### src/rtl/sxs_pkg.sv
package sxs_pkg;
  typedef enum logic [1:0] {
    ST_IDLE = 2'd0,
    ST_XFER = 2'd1,
    ST_EBL  = 2'd2
  } seq_state_e;
endpackage

### src/rtl/sxs_sclk_gen.sv
module sxs_sclk_gen #(
  parameter int SECTOR_WORDS = 256,
  parameter int SCLK_HI      = 2,
  parameter int SCLK_LO      = 2
) (
  input  logic clk_i,
  input  logic rst_ni,
  input  logic en_i,
  output logic sclk_o,
  output logic word_start_o,
  output logic sector_end_o
);
  localparam int PER  = SCLK_HI + SCLK_LO;
  localparam int PH_W = (PER > 2) ? $clog2(PER) : 1;
  localparam int WC_W = $clog2(SECTOR_WORDS + 1);
  localparam logic [PH_W-1:0] PH_LAST = PH_W'(PER - 1);
  localparam logic [PH_W-1:0] PH_HI   = PH_W'(SCLK_HI);
  localparam logic [WC_W-1:0] WC_LAST = WC_W'(SECTOR_WORDS - 1);

  logic [PH_W-1:0] ph_q;
  logic [WC_W-1:0] wcnt_q;
  logic            sclk_q;

  always_ff @(posedge clk_i or negedge rst_ni) begin
    if (!rst_ni) begin
      ph_q   <= '0;
      wcnt_q <= '0;
      sclk_q <= 1'b0;
    end else if (!en_i) begin
      ph_q   <= '0;
      wcnt_q <= '0;
      sclk_q <= 1'b0;
    end else begin
      sclk_q <= (ph_q < PH_HI);
      if (ph_q == PH_LAST) begin
        ph_q   <= '0;
        wcnt_q <= wcnt_q + 1'b1;
      end else begin
        ph_q <= ph_q + 1'b1;
      end
    end
  end

  assign sclk_o       = sclk_q;
  assign word_start_o = en_i && (ph_q == '0);
  assign sector_end_o = en_i && (ph_q == PH_LAST) && (wcnt_q == WC_LAST);
endmodule

### src/rtl/sxs_rd_drive.sv
module sxs_rd_drive #(
  parameter int WORD_W = 18
) (
  input  logic              clk_i,
  input  logic              rst_ni,
  input  logic              load_i,
  input  logic [WORD_W-1:0] word_i,
  output logic [WORD_W-1:0] data_o,
  output logic              par_o
);
  logic [WORD_W-1:0] data_q;
  logic              par_q;

  always_ff @(posedge clk_i or negedge rst_ni) begin
    if (!rst_ni) begin
      data_q <= '0;
      par_q  <= 1'b1;
    end else if (load_i) begin
      data_q <= word_i;
      par_q  <= ~(^word_i);
    end
  end

  assign data_o = data_q;
  assign par_o  = par_q;

  p_odd_parity_r1: assert property (@(posedge clk_i) disable iff (!rst_ni)
    (^{data_o, par_o}) == 1'b1)
    else $error("R1 read word parity not odd");
endmodule

### src/rtl/sxs_wr_capture.sv
module sxs_wr_capture #(
  parameter int WORD_W = 18
) (
  input  logic              clk_i,
  input  logic              rst_ni,
  input  logic              arm_i,
  input  logic              clr_i,
  input  logic              wclk_i,
  input  logic [WORD_W-1:0] data_i,
  input  logic              par_i,
  output logic [WORD_W-1:0] word_o,
  output logic              valid_o,
  output logic              perr_pulse_o,
  output logic              perr_o
);
  logic              wclk_q;
  logic [WORD_W-1:0] word_q;
  logic              valid_q;
  logic              perr_pulse_q;
  logic              perr_q;
  logic              rise;
  logic              bad;

  assign rise = arm_i && wclk_i && !wclk_q;
  assign bad  = ~(^{data_i, par_i});

  always_ff @(posedge clk_i or negedge rst_ni) begin
    if (!rst_ni) begin
      wclk_q       <= 1'b0;
      word_q       <= '0;
      valid_q      <= 1'b0;
      perr_pulse_q <= 1'b0;
      perr_q       <= 1'b0;
    end else begin
      wclk_q       <= wclk_i;
      valid_q      <= rise;
      perr_pulse_q <= rise && bad;
      if (rise) word_q <= data_i;
      if (clr_i)             perr_q <= 1'b0;
      else if (rise && bad)  perr_q <= 1'b1;
    end
  end

  assign word_o       = word_q;
  assign valid_o      = valid_q;
  assign perr_pulse_o = perr_pulse_q;
  assign perr_o       = perr_q;

  p_valid_single_r3: assert property (@(posedge clk_i) disable iff (!rst_ni)
    valid_o |=> !valid_o)
    else $error("R3 write strobe longer than one cycle");

  p_perr_sticky_r4: assert property (@(posedge clk_i) disable iff (!rst_ni)
    (perr_o && !clr_i) |=> perr_o)
    else $error("R4 parity flag lost without clear");
endmodule

### src/rtl/sector_xfer_seq.sv
module sector_xfer_seq
  import sxs_pkg::*;
#(
  parameter int WORD_W       = 18,
  parameter int SECTOR_WORDS = 256,
  parameter int SCLK_HI      = 2,
  parameter int SCLK_LO      = 2,
  parameter int EBL_CYC      = 500
) (
  input  logic              clk_i,
  input  logic              rst_ni,
  input  logic              start_i,
  input  logic              write_i,
  input  logic              run_i,
  input  logic              fault_i,
  input  logic              wclk_i,
  input  logic [WORD_W-1:0] bus_data_i,
  input  logic              bus_par_i,
  input  logic [WORD_W-1:0] rd_word_i,
  output logic              rd_req_o,
  output logic [WORD_W-1:0] bus_data_o,
  output logic              bus_par_o,
  output logic              bus_oe_o,
  output logic [WORD_W-1:0] wr_word_o,
  output logic              wr_valid_o,
  output logic              par_err_o,
  output logic              occ_o,
  output logic              ebl_o,
  output logic              exc_o,
  output logic              sclk_o
);
  localparam int EC_W = $clog2(EBL_CYC + 1);
  localparam logic [EC_W-1:0] EC_LAST = EC_W'(EBL_CYC - 1);

  seq_state_e      state_q;
  logic [EC_W-1:0] ebl_cnt_q;
  logic            cmd_pend_q;
  logic            dir_wr_q;
  logic            abort_q;
  logic            exc_q;

  logic in_idle, in_xfer, in_ebl;
  logic go, ebl_last, clr_cmd;
  logic sclk_en, word_start, sector_end;
  logic perr_pulse;

  assign in_idle  = (state_q == ST_IDLE);
  assign in_xfer  = (state_q == ST_XFER);
  assign in_ebl   = (state_q == ST_EBL);
  assign go       = in_idle && (cmd_pend_q || start_i) && run_i;
  assign ebl_last = in_ebl && (ebl_cnt_q == EC_LAST);
  assign clr_cmd  = in_idle && start_i;
  assign sclk_en  = in_xfer && !fault_i;

  sxs_sclk_gen #(
    .SECTOR_WORDS(SECTOR_WORDS),
    .SCLK_HI     (SCLK_HI),
    .SCLK_LO     (SCLK_LO)
  ) u_sclk (
    .clk_i       (clk_i),
    .rst_ni      (rst_ni),
    .en_i        (sclk_en),
    .sclk_o      (sclk_o),
    .word_start_o(word_start),
    .sector_end_o(sector_end)
  );

  assign rd_req_o = word_start && !dir_wr_q;

  sxs_rd_drive #(.WORD_W(WORD_W)) u_rd (
    .clk_i (clk_i),
    .rst_ni(rst_ni),
    .load_i(rd_req_o),
    .word_i(rd_word_i),
    .data_o(bus_data_o),
    .par_o (bus_par_o)
  );

  sxs_wr_capture #(.WORD_W(WORD_W)) u_wr (
    .clk_i       (clk_i),
    .rst_ni      (rst_ni),
    .arm_i       (in_xfer && dir_wr_q),
    .clr_i       (clr_cmd),
    .wclk_i      (wclk_i),
    .data_i      (bus_data_i),
    .par_i       (bus_par_i),
    .word_o      (wr_word_o),
    .valid_o     (wr_valid_o),
    .perr_pulse_o(perr_pulse),
    .perr_o      (par_err_o)
  );

  always_ff @(posedge clk_i or negedge rst_ni) begin
    if (!rst_ni) begin
      state_q    <= ST_IDLE;
      ebl_cnt_q  <= '0;
      cmd_pend_q <= 1'b0;
      dir_wr_q   <= 1'b0;
      abort_q    <= 1'b0;
      exc_q      <= 1'b0;
    end else begin
      unique case (state_q)
        ST_IDLE: begin
          if (start_i) dir_wr_q <= write_i;
          if (go) begin
            state_q    <= ST_XFER;
            cmd_pend_q <= 1'b0;
          end else if (start_i) begin
            cmd_pend_q <= 1'b1;
          end
        end
        ST_XFER: begin
          if (fault_i) begin
            state_q <= ST_EBL;
            abort_q <= 1'b1;
            exc_q   <= 1'b1;
          end else begin
            if (sector_end) state_q <= ST_EBL;
            if (perr_pulse) exc_q <= 1'b1;
          end
        end
        ST_EBL: begin
          if (ebl_last) begin
            ebl_cnt_q <= '0;
            exc_q     <= 1'b0;
            abort_q   <= 1'b0;
            state_q   <= (run_i && !abort_q) ? ST_XFER : ST_IDLE;
          end else begin
            ebl_cnt_q <= ebl_cnt_q + 1'b1;
            if (perr_pulse) exc_q <= 1'b1;
          end
        end
        default: state_q <= ST_IDLE;
      endcase
    end
  end

  assign occ_o    = !in_idle;
  assign ebl_o    = in_ebl;
  assign exc_o    = exc_q;
  assign bus_oe_o = !in_idle && !dir_wr_q;

  p_no_sclk_in_ebl_r6: assert property (@(posedge clk_i) disable iff (!rst_ni)
    sclk_o |-> (occ_o && !ebl_o))
    else $error("R6 sync clock outside data phase");

  p_occ_with_ebl_r7: assert property (@(posedge clk_i) disable iff (!rst_ni)
    $fell(occ_o) |-> $fell(ebl_o))
    else $error("R7 busy dropped apart from end-of-block");

  p_exc_drop_r8: assert property (@(posedge clk_i) disable iff (!rst_ni)
    $fell(ebl_o) |-> !exc_o)
    else $error("R8 exception outlives end-of-block");

  p_rd_data_edge_r2: assert property (@(posedge clk_i) disable iff (!rst_ni)
    !$rose(sclk_o) |-> $stable(bus_data_o))
    else $error("R2 read data moved off a sync clock rise");

  p_fault_cut_r9: assert property (@(posedge clk_i) disable iff (!rst_ni)
    (in_xfer && fault_i) |=> (ebl_o && exc_o && !sclk_o))
    else $error("R9 fault did not cut the sector");
endmodule

### config.mk
export PLATFORM = sky130hd
export DESIGN_NAME = sector_xfer_seq
export DESIGN_NICKNAME = d
export VERILOG_FILES = /design/src/rtl/sxs_pkg.sv /design/src/rtl/sxs_sclk_gen.sv /design/src/rtl/sxs_rd_drive.sv /design/src/rtl/sxs_wr_capture.sv /design/src/rtl/sector_xfer_seq.sv
export SDC_FILE = /design/constraint.sdc
export NUM_CORES = 1
export LEC_CHECK = 0
export BUFFER_PORTS_ARGS = -buffer_cell sky130_fd_sc_hd__buf_4
export CORE_MARGIN = 3
export CORE_UTILIZATION = 49
export CTS_BUF_LIST = sky130_fd_sc_hd__clkbuf_2
export CTS_CLUSTER_DIAMETER = 120
export DETAILED_ROUTE_END_ITERATION = 8
export GPL_ROUTABILITY_DRIVEN = 0
export GPL_TIMING_DRIVEN = 0
export PLACE_DENSITY = 0.85
export SLEW_MARGIN = 20
export SYNTH_ARGS = -nofsm -noshare
export SYNTH_HDL_FRONTEND = slang
export SYNTH_SLANG_ARGS = --single-unit
### constraint.sdc
create_clock -name clk_i -period 1.8 [get_ports clk_i]
set_input_delay 0.18 -clock clk_i [delete_from_list [all_inputs] [get_ports clk_i]]
set_output_delay 0.18 -clock clk_i [all_outputs]
set_load 0.03 [all_outputs]
==> results by stage, run 1 <==
Synthesis:
- For this run, the register share of the synthesized area comes to between 50% and 60%.
- The number of enable flip-flop cells after synthesis is 0.
- The most common cell in the synthesized netlist is sky130_fd_sc_hd__dfrtp_1.
- In this run, synthesis produced a sequential element count of 68.
- The synthesized netlist devotes 3.948% of its cell area to adder and majority cells.
- Ranked by total cell area, the synthesized netlist is headed by sky130_fd_sc_hd__dfrtp_1, sky130_fd_sc_hd__xnor2_1, sky130_fd_sc_hd__nand2_1, sky130_fd_sc_hd__mux2_2, sky130_fd_sc_hd__ha_1.
- The synthesized netlist devotes between 10% and 20% of its cell area to simple gates.
- The number of unique standard cell types used by synthesis is 32.
- Summing the areas of all compound-gate instances in the mapped netlist gives approximately 2.7% of the synthesized area.
- After synthesis, the largest family of logic cells by area is simple AND/OR/NAND/NOR gates.
- The synthesized netlist cell count is roughly 290.
- The average instance in the mapped netlist occupies around 11 um^2.
- In this run the biggest area consumer among cell types represents ~53% of the synthesized area.
- The top flip-flop cell by instance count after synthesis is sky130_fd_sc_hd__dfrtp_1.
- The most area-hungry cell type in the Yosys netlist is sky130_fd_sc_hd__dfrtp_1.
- The commonest cells after synthesis are sky130_fd_sc_hd__dfrtp_1, sky130_fd_sc_hd__nand2_1, sky130_fd_sc_hd__xnor2_1, sky130_fd_sc_hd__nor2_1, sky130_fd_sc_hd__mux2_2.
- The multiplexer fraction of the synthesized cell area is between 8 and 9%.
- Counting flops with an async set or reset pin after synthesis yields a share of 100.0%.
- After synthesis the cells add up to between 0.003 and 0.004 mm^2.
- The warning count from the yosys run is 0.
- The net count after synthesis is ~350.
- The parity-gate share of the synthesized area counting xor and xnor cells is a little over an eighth.

Setup path:
- In this run the worst path has a maximum fanout of 2.
- STA classifies the critical path endpoint as an output port.
- For the worst setup path, the data required time is between 1.5 and 2 ns.
- The cell count of the worst reg-to-reg path is 8.
- The worst setup path is of the reg -> out kind.
- The worst register-to-register path ends at state_q[1].
- The setup slack of the worst register-to-register path is ~0.02 ns.
- The arrival time at the worst endpoint is 1.67 ns.
- The start of the worst register-to-register path is u_sclk.wcnt_q[0].
- The element type at the critical path start is a flop.

Layout:
- Registers take around 0.0017 mm^2.
- The number of nets in the layout is approximately 500.
- Leaving out filler cells and counting taps, the final layout contains around 530.
- Of the cells placed in the final design, the portion with a size suffix greater than 1 is 37.44%.
- 0 antenna diodes ended up in the layout.
- The number of fill cells in the layout is 370.
- Summing all multi-input logic gate instances after layout gives about 0.0015 mm^2.
- After routing the design area is between 0.004 and 0.005 mm^2.
- The area growth from synthesis to layout is 49.31%.

Clocking:
- CTS placed an instance of sky130_fd_sc_hd__clkbuf_2 at the clock tree root.
- Buffers inserted during clock tree synthesis total 9.
- The clock drives ~70 sinks.
- Counting along the longest clock path gives a buffer depth of 2.
- CTS built an H-tree with a depth of 3.
- The CTS clock-pin slew for the worst setup and hold paths is 0.18 ns.
- TritonCTS built the clock tree.
- The later pin in the worst-skew pair is clocked with a latency of 0.51 ns.

Placement:
- The post-detailed-placement half-perimeter wirelength is about 4800 um.
- After detailed placement, the design holds a cell count of ~450.
- The port buffer count is between 80 and 90.
- Summing all placed instances gives a cell area of 0.003926 mm^2.

STA:
- The number of failing hold endpoints at the final stage came to 0.
- The upper clock frequency limit is ~540 MHz.
- The slack of the critical path is -0.05265 ns.
- Setup violations remaining at the end of the flow were counted as 1.
- The total count of max-transition violations in the final report is 0.
- The smallest clock period supported by the final layout is computed as roughly 1.9 ns.
- In the finished design, the share of the clock period the worst path needs comes to 102.9%.
- The slew of the pin with the lowest slew margin is 0.8411 ns.
- Setup repair after global routing could not meet its margin everywhere.
- Across the routed clock network, the largest skew measured is ~0.039 ns.
- The worst pin sits at a relative slew slack of 43.92%.

GRT:
- The overall fraction of global-route tracks in use is about 23%.
- The global-route wire length before repair is 13040 um.
- The via count of the first global-routing pass is 2863.
- The final global-route overflow total is 0.
- The pin count of the biggest net entering global routing is 69.
- The initial antenna violation count is 0.

Power:
- The power per cell area is about 1500 mW/mm^2.
- VDD sags by at most 0.001005 V.
- The cell leakage power is 0.002277 uW.

Route:
- The total via count in the routed design is approximately 2600.
- The detailed router finished its first iteration with 86 violations.
- The average detailed-routed wire length per instance is around 15 um.
- The routed wire length is 7893 um.
- Before antenna repair, the detailed router went through 5 iterations.
- The via density per instance is ~5.0.
- The number of nets with antenna violations after routing is 0.
- In the routed design, unresolved DRC markers number 0.

Run status:
- The run finished, with violations left.
- The final reports fail on negative setup slack.

Floorplan:
- The floorplan step defined a die boundary enclosing approximately 0.0075 mm^2.
- From bottom edge to top edge, the die measures 86.43 um.
- The core area is between 0.006 and 0.007 mm^2.
- The top-level port count is 89.
- The initial cell density of the core is 51.99%.
- Measured along the x axis, the die boundary spans 86.43 um.
- The placement row count is 28.

Worst hold path:
- The cell count of the worst hold path is 4.
- The hold path startpoint is fault_i.
- The worst hold path endpoint is exc_o.
- The tightest min-delay check is of the in -> reg type.

Job:
- Across the run, the number of max-cap violations was 0.
-- metal layers --
layer  wire length (um)  track usage (%)
met1               3205            25.34
met2               3926            39.64
met3                541            5.989
met4                221            10.76
met5                  0                0
-- worst max-delay path by stage --
| stage | from | to | cells after the start |
|---|---|---|---|
| CTS | state_q[1] | rd_req_o | 6 |
| global route | state_q[1] | rd_req_o | 6 |
| global placement | state_q[1] | u_rd.data_o[3] | 7 |
| finish | state_q[1] | rd_req_o | 6 |
| detailed placement | state_q[1] | u_rd.data_o[8] | 7 |
| floorplan | u_sclk.wcnt_q[0] | state_q[0] | 8 |
-- logic make-up (layout without fill, tap and decap cells) --
kind of cell               count (synthesis)  in the layout
xor gates and xnor gates                  46             46
AOI/OAI and AO/OA                         15             15
muxes                                     24             24
buffers and inverters                     20            183
and+or+nand+nor                          108            108
adders and majority gates                 10             10
DFF                                       68             68
-- flip-flops by register name, summed over array words and instances, names as in the netlist, 2 cells and up --
signal / flops
u_wr.word_o: 18
u_rd.data_o: 18
state_q: 2
ebl_cnt_q: 9
u_sclk.ph_q: 2
u_sclk.wcnt_q: 9
-- where the power goes --
group          switching [uW]  internal, uW  leakage (uW)
Sequential                385          2070      0.000858
Combinational            1940          1530       0.00134
Clock                     556           464     0.0000781
-- stage by stage --
stage               total power (uW)  hold slack [ns]  util, %  TNS (ns)  worst slack, ns
floorplan                       4405          -0.1156        -         0         0.006294
global placement                5464           0.3021    64.41    -3.406          -0.1997
detailed placement              5564           0.3043    64.41    -4.380          -0.2310
CTS                             6796          0.06734    75.55  -0.06023         -0.05632
global route                    7360          0.08208    77.63   -0.3371          -0.1419
finish                          6949          0.08962    77.63  -0.05265         -0.05265
-- timing repair --
| action | in CTS | in global routing |
|---|---|---|
| pin swaps | 5 | 4 |
| endpoints found under the setup margin | 36 | 14 |
| hold buffers | 41 | 0 |
| hold endpoints to repair | 106 | 0 |
| buffers inserted | 9 | 10 |
| gates resized for setup | 19 | 10 |
-- placed cells by master, fill, tap and decap left out, drive strengths merged, types with 3 or more instances in the layout --
| cell type | synthesis | routed |
|---|---|---|
| buf | 4 | 111 |
| dfrtp | 67 | 67 |
| nand2 | 66 | 66 |
| dlygate4sd3 | 0 | 41 |
| xnor2 | 36 | 36 |
| nor2 | 23 | 23 |
| mux2 | 22 | 22 |
| clkbuf | 5 | 14 |
| inv | 11 | 11 |
| ha | 10 | 10 |
| xor2 | 8 | 8 |
| a21oi | 8 | 8 |
| nand4 | 5 | 5 |
| and3 | 4 | 4 |
| nand4b | 3 | 3 |
-- final cells by class --
cell class                      instances  area share, %
Multi-Input combinational cell        203          31.52
Timing Repair Buffer                  148          25.73
Inverter                               11         0.8726
Sequential cell                        68          36.01
Tap cell                               75          1.983
Clock buffer                           10          1.058
Clock inverter                          6          1.877
Buffer                                  8         0.9519
-- critical path, cell delays in order (launching register included) --
cell	delay (ns)
sky130_fd_sc_hd__dfrtp_1	0.44
sky130_fd_sc_hd__inv_2	0.08
sky130_fd_sc_hd__ha_4	0.14
sky130_fd_sc_hd__nand2b_4	0.06
sky130_fd_sc_hd__nor3b_4	0.21
sky130_fd_sc_hd__buf_6	0.13
sky130_fd_sc_hd__buf_6	0.12
Power figures use the tool's default switching activity.
==> inputs of run 2 (changes only) <==
==> constraint.sdc (replaced) <==
create_clock -name clk_i -period 1.8 [get_ports clk_i]
set_input_delay 0.27 -clock clk_i [delete_from_list [all_inputs] [get_ports clk_i]]
set_output_delay 0.27 -clock clk_i [all_outputs]
set_load 0.03 [all_outputs]
==> run 2 against run 1 <==
  * The run still ends with negative setup slack left
  * Fmax is 4.1% lower
  * Final cell count is 0.38% higher
  * Critical path depth did not move
  * Hold slack worse by 0.048 ns
  * Total power up 1.9%
  * Cell area rose by 0.42%
  * Die area unchanged
  * Critical endpoint unchanged
  * Highest routed layer unchanged
==> results by stage, run 2 (same netlist as run 1, synthesis figures left out) <==
STA:
- The slack of the critical path is -0.1320 ns (-0.07933 ns).
- The clock skew is 0.03763 ns (-0.0009946 ns).
- The total negative setup slack is -0.2190 ns (-0.1664 ns).
- The portion of the clock cycle consumed by the worst path in the final layout is 107.3% (+4.4 points).
- The total count of max-transition violations in the final report is 0 (unchanged).
- The headroom to the max-slew limit is 44.28% (+0.36 points).
- The time the worst path needs with I/O delays and setup is 1.932 ns (+0.07933 ns).
- Setup repair after global routing could not meet its margin everywhere.
- The slew of the pin with the lowest slew margin was 0.8357 ns (-0.005404 ns).
- The final count of negative-setup-slack endpoints is 3 (+2).
- The number of failing hold endpoints at the final stage is 0 (unchanged).
- The upper clock frequency limit came to 517.6 MHz (-4.1%).

Setup path:
- The required time of the worst setup path was 1.53 ns (-0.09 ns).
- Counting stages on the worst path, the most repeated cell is sky130_fd_sc_hd__buf_6.
- The arrival time at the worst endpoint is 1.66 ns (about the same).
- The element type at the critical path end is an output port.
- The element type at the critical path start is a flop.
- Traced cell by cell, the critical path runs through inv_2 > ha_4 > nand2b_4 > nor3b_4 > buf_6 > buf_6.
- The setup slack of the worst register-to-register path is 0.02 ns (about the same).
- The stage delay of the slowest cell on the critical path is 0.43 ns (about the same).
- The cell type of the slowest stage on the worst timing path is sky130_fd_sc_hd__dfrtp_1.
- The cell count of the worst reg-to-reg path is 8 (unchanged).
- The maximum fanout encountered on the critical timing path is 2 (unchanged).
- By startpoint and endpoint, the worst setup path is classified as reg -> out.

Layout:
- The number of nets in the layout came to 504 (+0.20%).
- The final instance count without filler cells came to 531 (+0.38%).
- The library cell used most frequently in the layout, excluding fill and tap cells, is sky130_fd_sc_hd__buf_4.
- The top cell types in the final layout, fill and taps aside, are sky130_fd_sc_hd__buf_4, sky130_fd_sc_hd__dfrtp_1, sky130_fd_sc_hd__nand2_1.
- Relative to the synthesized area, the layout overhead comes to 49.94%.
- The share of the core filled with cells is 77.96% (+0.33 points).
- The fraction of final layout cells with drive strength greater than 1 is 38.90% (+1.5 points).
- The number of fill cells in the layout is 349 (-5.7%).

Floorplan:
- The horizontal die dimension is 86.43 um (unchanged).
- The core area came to 0.006096 mm^2 (unchanged).
- The top-level port count is 89 (unchanged).
- The placement row count came to 28 (unchanged).
- The initial cell density of the core is 51.99% (unchanged).
- The die area is 0.007469 mm^2 (unchanged).
- The height of the die came to 86.43 um (unchanged).

Worst hold path:
- In this run the worst hold path is classified as in -> reg.
- The cell count of the worst hold path came to 2 (-2).

Clocking:
- The maximum root-to-sink buffer count was 2 (unchanged).
- The number of sinks driven by the clock tree came to 68 (unchanged).
- The CTS clock-pin slew for the worst setup and hold paths is 0.17 ns (about the same).
- The TritonCTS buffer count is 9 (unchanged).
- The root buffer cell chosen for the clock tree is sky130_fd_sc_hd__clkbuf_2.
- The TritonCTS clock tree is done.
- The level count of the clock H-tree is 3 (unchanged).
- The clock latency at the later pin of the worst-skew pair is 0.50 ns (about the same).

Placement:
- The cell count after placement was 454 (unchanged).
- The port buffer count is 88 (unchanged).
- The post-detailed-placement half-perimeter wirelength is 4760 um (unchanged).

Run status:
- The run finished, with violations left.
- The final reports fail on negative setup slack.

Route:
- The routed wire length was 7943 um (+0.63%).
- The via density per instance is 4.932 (-0.53%).
- The DRC violation count after routing is 0 (unchanged).
- The total via count in the routed design is 2619 (-0.15%).
- The average detailed-routed wire length per instance came to 14.96 um (+0.25%).
- The number of nets with antenna violations after routing is 0 (unchanged).
- The number of optimization iterations in the first detailed-route pass was 4 (-1).
- The number of DRC markers in iteration 0 is 122 (+42%).

GRT:
- The overall fraction of global-route tracks in use is 21.90% (-0.66 points).
- The initial antenna violation count is 1 (+1).
- The final global-route overflow total is 0 (unchanged).
- The via count of the first global-routing pass is 2797 (-2.3%).
- The global-route wire length before repair was 12720 um (-2.4%).
- The pin count of the biggest net entering global routing came to 69 (unchanged).

Job:
- The max-cap violation count is 0 (unchanged).

Power:
- The cell leakage power is 0.002286 uW (+0.40%).
- The power per cell area is 1489 mW/mm^2 (+1.4%).
- The highest ir drop seen on vdd is 0.001132 V (+13%).
-- run 2: cell types whose count changed in the layout (fill, tap and decap cells not counted), sizes merged --
cell / delta
dlygate4sd3: -3
buf: +4
diode: +1
-- run 2: path summary, 6_finish.rpt --
kind                             startpoint         endpoint
max                              state_q[1]         rd_req_o
min                           rd_word_i[12]  u_rd.data_o[12]
max reg2reg                u_sclk.wcnt_q[0]       state_q[1]
min reg2reg                  u_sclk.ph_q[1]    u_sclk.sclk_o
max in group asynchronous            rst_ni       state_q[0]
min in group asynchronous            rst_ni  u_rd.data_o[10]
-- run 2: stage by stage --
stage,power [uW],hold slack [ns],cell area (um^2),setup slack [ns]
after floorplan,4405,-0.02559,3172,0.006294
after global placement,5464,0.3921,3926,-0.1997
after detailed placement,5564,0.3943,3926,-0.2310
after CTS,6834,0.003532,4563,-0.1463
after global routing,7486,0.005109,4752,-0.2516
final,7078,0.04188,4752,-0.1320
-- run 2: area by class of cell --
type / instances / area (um^2) / area share [%]
clock inverters: 6 / 88.84 / 1.869
clock buffers: 10 / 50.05 / 1.053
inverters: 11 / 43.79 / 0.9215
flip-flops and latches: 68 / 1704 / 35.86
plain buffers: 8 / 42.54 / 0.8952
diodes: 1 / 2.502 / 0.05266
well taps: 75 / 93.84 / 1.975
multi-input cells: 203 / 1494 / 31.44
repair buffers: 149 / 1232 / 25.93
-- run 2: routing by layer --
layer	vias to the layer above	share of wire (%)	GRT usage, %
li1	1267	-	-
met1	1239	40	24.80
met3	19	7.1	5.703
met5	-	0	0
met4	0	2.3	10.62
met2	94	50	38.25
-- run 2: what timing repair did --
item                                    4_1_cts  5_1_grt
setup buffers                                10       14
gates resized for setup                      21       15
hold buffers                                 34        4
endpoints found under the setup margin       36        9
pin swaps                                     5        4
gates cloned                                  0        0
hold endpoints to repair                    100        4
-- run 2: critical path, delay by kind of cell (launching register included) --
| kind | cells | cell delay (ns) |
|---|---|---|
| fa+ha+maj | 1 | 0.15 |
| buf+inv | 3 | 0.34 |
| flops | 1 | 0.43 |
| simple gates | 2 | 0.26 |
-- run 2: power by group --
group	switching, uW	total, uW	internal, uW	leakage [uW]
clock	558	1020	464	0.0000781
combinational	1980	3600	1620	0.00135
sequential	379	2450	2070	0.000858
total	2920	7080	4160	0.00229
==> inputs of run 3 (changes only) <==
- TNS_END_PERCENT: default -> 50
==> run 3 against run 2 <==
  * The run still ends with negative setup slack left
  * Global-route usage decreased by 0.43 points
  * Non-clock buffer count down 14
  * Sequential share of layout area up 1.0 points
  * Cell area fell by 2.8%
  * Critical path depth unchanged
  * Combinational power is 5.8% lower
  * Fmax decreased by 0.21%
  * Clock skew is 0.0028 ns higher
  * First-iteration DRC count down 11%
  * Hold slack got worse by 0.0013 ns
  * Final cell count is 2.6% lower
  * Highest routed layer unchanged
==> results by stage, run 3 (same netlist as run 1, synthesis figures left out) <==
Setup path:
- The setup slack of the worst register-to-register path is -0.05 ns (-0.07 ns).
- The critical path starts at state_q[1].
- The required time of the worst setup path came to 1.53 ns (about the same).
- STA classifies the critical path endpoint as an output port.
- The type of the setup path with the least slack is reg -> out.
- The worst setup path is launched from a flop.
- The arrival time at the worst endpoint came to 1.67 ns (about the same).
- The maximum fanout encountered on the critical timing path is 2 (unchanged).
- The startpoint identified for the worst register-to-register timing path is u_sclk.wcnt_q[1].

Route:
- The number of nets with antenna violations after routing is 0 (unchanged).
- The total via count in the routed design is 2532 (-3.3%).
- The number of DRC markers in iteration 0 is 109 (-11%).
- The routed wire length is 7600 um (-4.3%).
- The average detailed-routed wire length per instance came to 14.70 um (-1.7%).
- The via density per instance is 4.897 (-0.70%).
- The DRC violation count after routing is 0 (unchanged).
- The number of optimization iterations in the first detailed-route pass was 4 (unchanged).

Worst hold path:
- The hold path startpoint is rd_word_i[12].
- The min-delay analysis places its worst path in the category in -> reg.

GRT:
- The global-route wire length before repair is 12520 um (-1.6%).
- The initial antenna violation count was 1 (unchanged).
- The pin count of the biggest net entering global routing was 69 (unchanged).
- The overall fraction of global-route tracks in use was 21.47% (-0.43 points).
- The via count of the first global-routing pass is 2712 (-3.0%).
- The final global-route overflow total is 0 (unchanged).

Floorplan:
- The top-level port count came to 89 (unchanged).
- The placement row count is 28 (unchanged).
- The horizontal die dimension came to 86.43 um (unchanged).
- The core area is 0.006096 mm^2 (unchanged).
- The initial cell density of the core came to 51.99% (unchanged).
- The height of the die was 86.43 um (unchanged).
- The die area came to 0.007469 mm^2 (unchanged).

STA:
- The slew of the pin with the lowest slew margin is 0.8349 ns (-0.0007895 ns).
- The slack of the critical path was -0.1361 ns (-0.004149 ns).
- The total count of max-transition violations in the final report is 0 (unchanged).
- The worst hold-check slack came to 0.04053 ns (-0.001346 ns).
- The portion of the clock cycle consumed by the worst path in the final layout is 107.6% (+0.23 points).
- The number of failing hold endpoints at the final stage is 0 (unchanged).
- The upper clock frequency limit is 516.5 MHz (-0.21%).
- The headroom to the max-slew limit was 44.34% (+0.053 points).
- The time the worst path needs with I/O delays and setup is 1.936 ns (+0.004149 ns).
- The clock skew was 0.04042 ns (+0.002790 ns).
- The final count of negative-setup-slack endpoints is 6 (+3).
- Setup repair after global routing could not meet its margin everywhere.

Layout:
- The most common cell after layout, fill and taps aside is sky130_fd_sc_hd__buf_4.
- The top cell types in the final layout, fill and taps aside, are sky130_fd_sc_hd__buf_4, sky130_fd_sc_hd__dfrtp_1, sky130_fd_sc_hd__nand2_1.
- The number of nets in the layout is 490 (-2.8%).
- Relative to the synthesized area, the layout overhead comes to 45.76%.
- The post-layout instance area was 0.004619 mm^2 (-2.8%).
- The fraction of final layout cells with drive strength greater than 1 is 36.05% (-2.8 points).
- The number of fill cells in the layout is 381 (+9.2%).

Placement:
- The placement-stage cell area came to 0.003926 mm^2 (unchanged).
- The port buffer count is 88 (unchanged).
- The post-detailed-placement half-perimeter wirelength is 4760 um (unchanged).

Clocking:
- The clock latency at the later pin of the worst-skew pair is 0.51 ns (about the same).
- The CTS clock-pin slew for the worst setup and hold paths is 0.17 ns (about the same).
- TritonCTS built the clock tree.
- The level count of the clock H-tree is 3 (unchanged).
- The TritonCTS buffer count was 9 (unchanged).
- The number of sinks driven by the clock tree is 68 (unchanged).
- The buffer type at the clock tree root is sky130_fd_sc_hd__clkbuf_2.
- The maximum root-to-sink buffer count came to 2 (unchanged).

Job:
- The max-cap violation count is 0 (unchanged).

Power:
- The power per cell area is 1487 mW/mm^2 (-0.14%).
- The highest ir drop seen on vdd was 0.001096 V (-3.2%).
- The cell leakage power is 0.002212 uW (-3.3%).

Run status:
- The run finished, with violations left.
- The checks that failed: negative setup slack.
run 3: changes by cell type in the layout (fill, tap and decap cells not counted), sizes merged:
cell	change
buf	-14
run 3: layout make-up:
type / instances / area [um^2] / area share (%)
sequential: 68 / 1704 / 36.89
multi-input combinational: 203 / 1484 / 32.12
timing repair buffer: 135 / 1112 / 24.08
tap: 75 / 93.84 / 2.031
clock inverter: 6 / 88.84 / 1.923
clock buffer: 10 / 50.05 / 1.083
buffer: 8 / 42.54 / 0.9209
inverter: 11 / 41.29 / 0.8938
antenna: 1 / 2.502 / 0.05417
run 3: report_power, final:
part           leakage (uW)  switching, uW  internal (uW)
Clock             0.0000781            563            464
Sequential         0.000858            378           2070
Combinational       0.00128           1910           1480
Total               0.00221           2860           4010
run 3: path summary, 6_finish.rpt:
kind,endpoint,depth (start not counted)
max reg2reg,state_q[1],8
max in group asynchronous,state_q[0],2
max,rd_req_o,6
min reg2reg,u_sclk.ph_q[0],1
min in group asynchronous,u_rd.data_o[10],2
min,u_rd.data_o[12],2
run 3: metrics by stage:
stage | std cells | power, uW | worst slack [ns] | util (%) | TNS, ns
2_1_floorplan | 291 | 4405 | 0.006294 | - | 0
3_3_place_gp | 454 | 5464 | -0.1997 | 64.41 | -3.496
3_5_place_dp | 454 | 5564 | -0.2310 | 64.41 | -4.470
4_1_cts | 508 | 6792 | -0.1463 | 73.93 | -0.4641
5_1_grt | 517 | 7276 | -0.2534 | 75.78 | -0.8615
6_report | 517 | 6871 | -0.1361 | 75.78 | -0.3640
run 3: what timing repair did:
item,CTS,global route
pin swaps,3,3
setup buffers,5,4
endpoints found under the hold margin,100,4
hold buffers,34,4
resized for setup,17,9
endpoints found under the setup margin,36,15
run 3: critical path, cell delays in order, from the launching register on:
cell	delay (ns)
sky130_fd_sc_hd__dfrtp_1	0.43
sky130_fd_sc_hd__inv_2	0.08
sky130_fd_sc_hd__ha_4	0.14
sky130_fd_sc_hd__nand2b_4	0.07
sky130_fd_sc_hd__nor3b_4	0.20
sky130_fd_sc_hd__buf_6	0.14
sky130_fd_sc_hd__buf_6	0.12
run 3: routing by layer:
layer,track usage [%],vias to the layer above,share of wire (%)
li1,-,1233,-
met1,24.97,1200,42
met2,37.41,88,50
met3,5.608,11,7.1
met4,9.065,0,1.6
met5,0,-,0
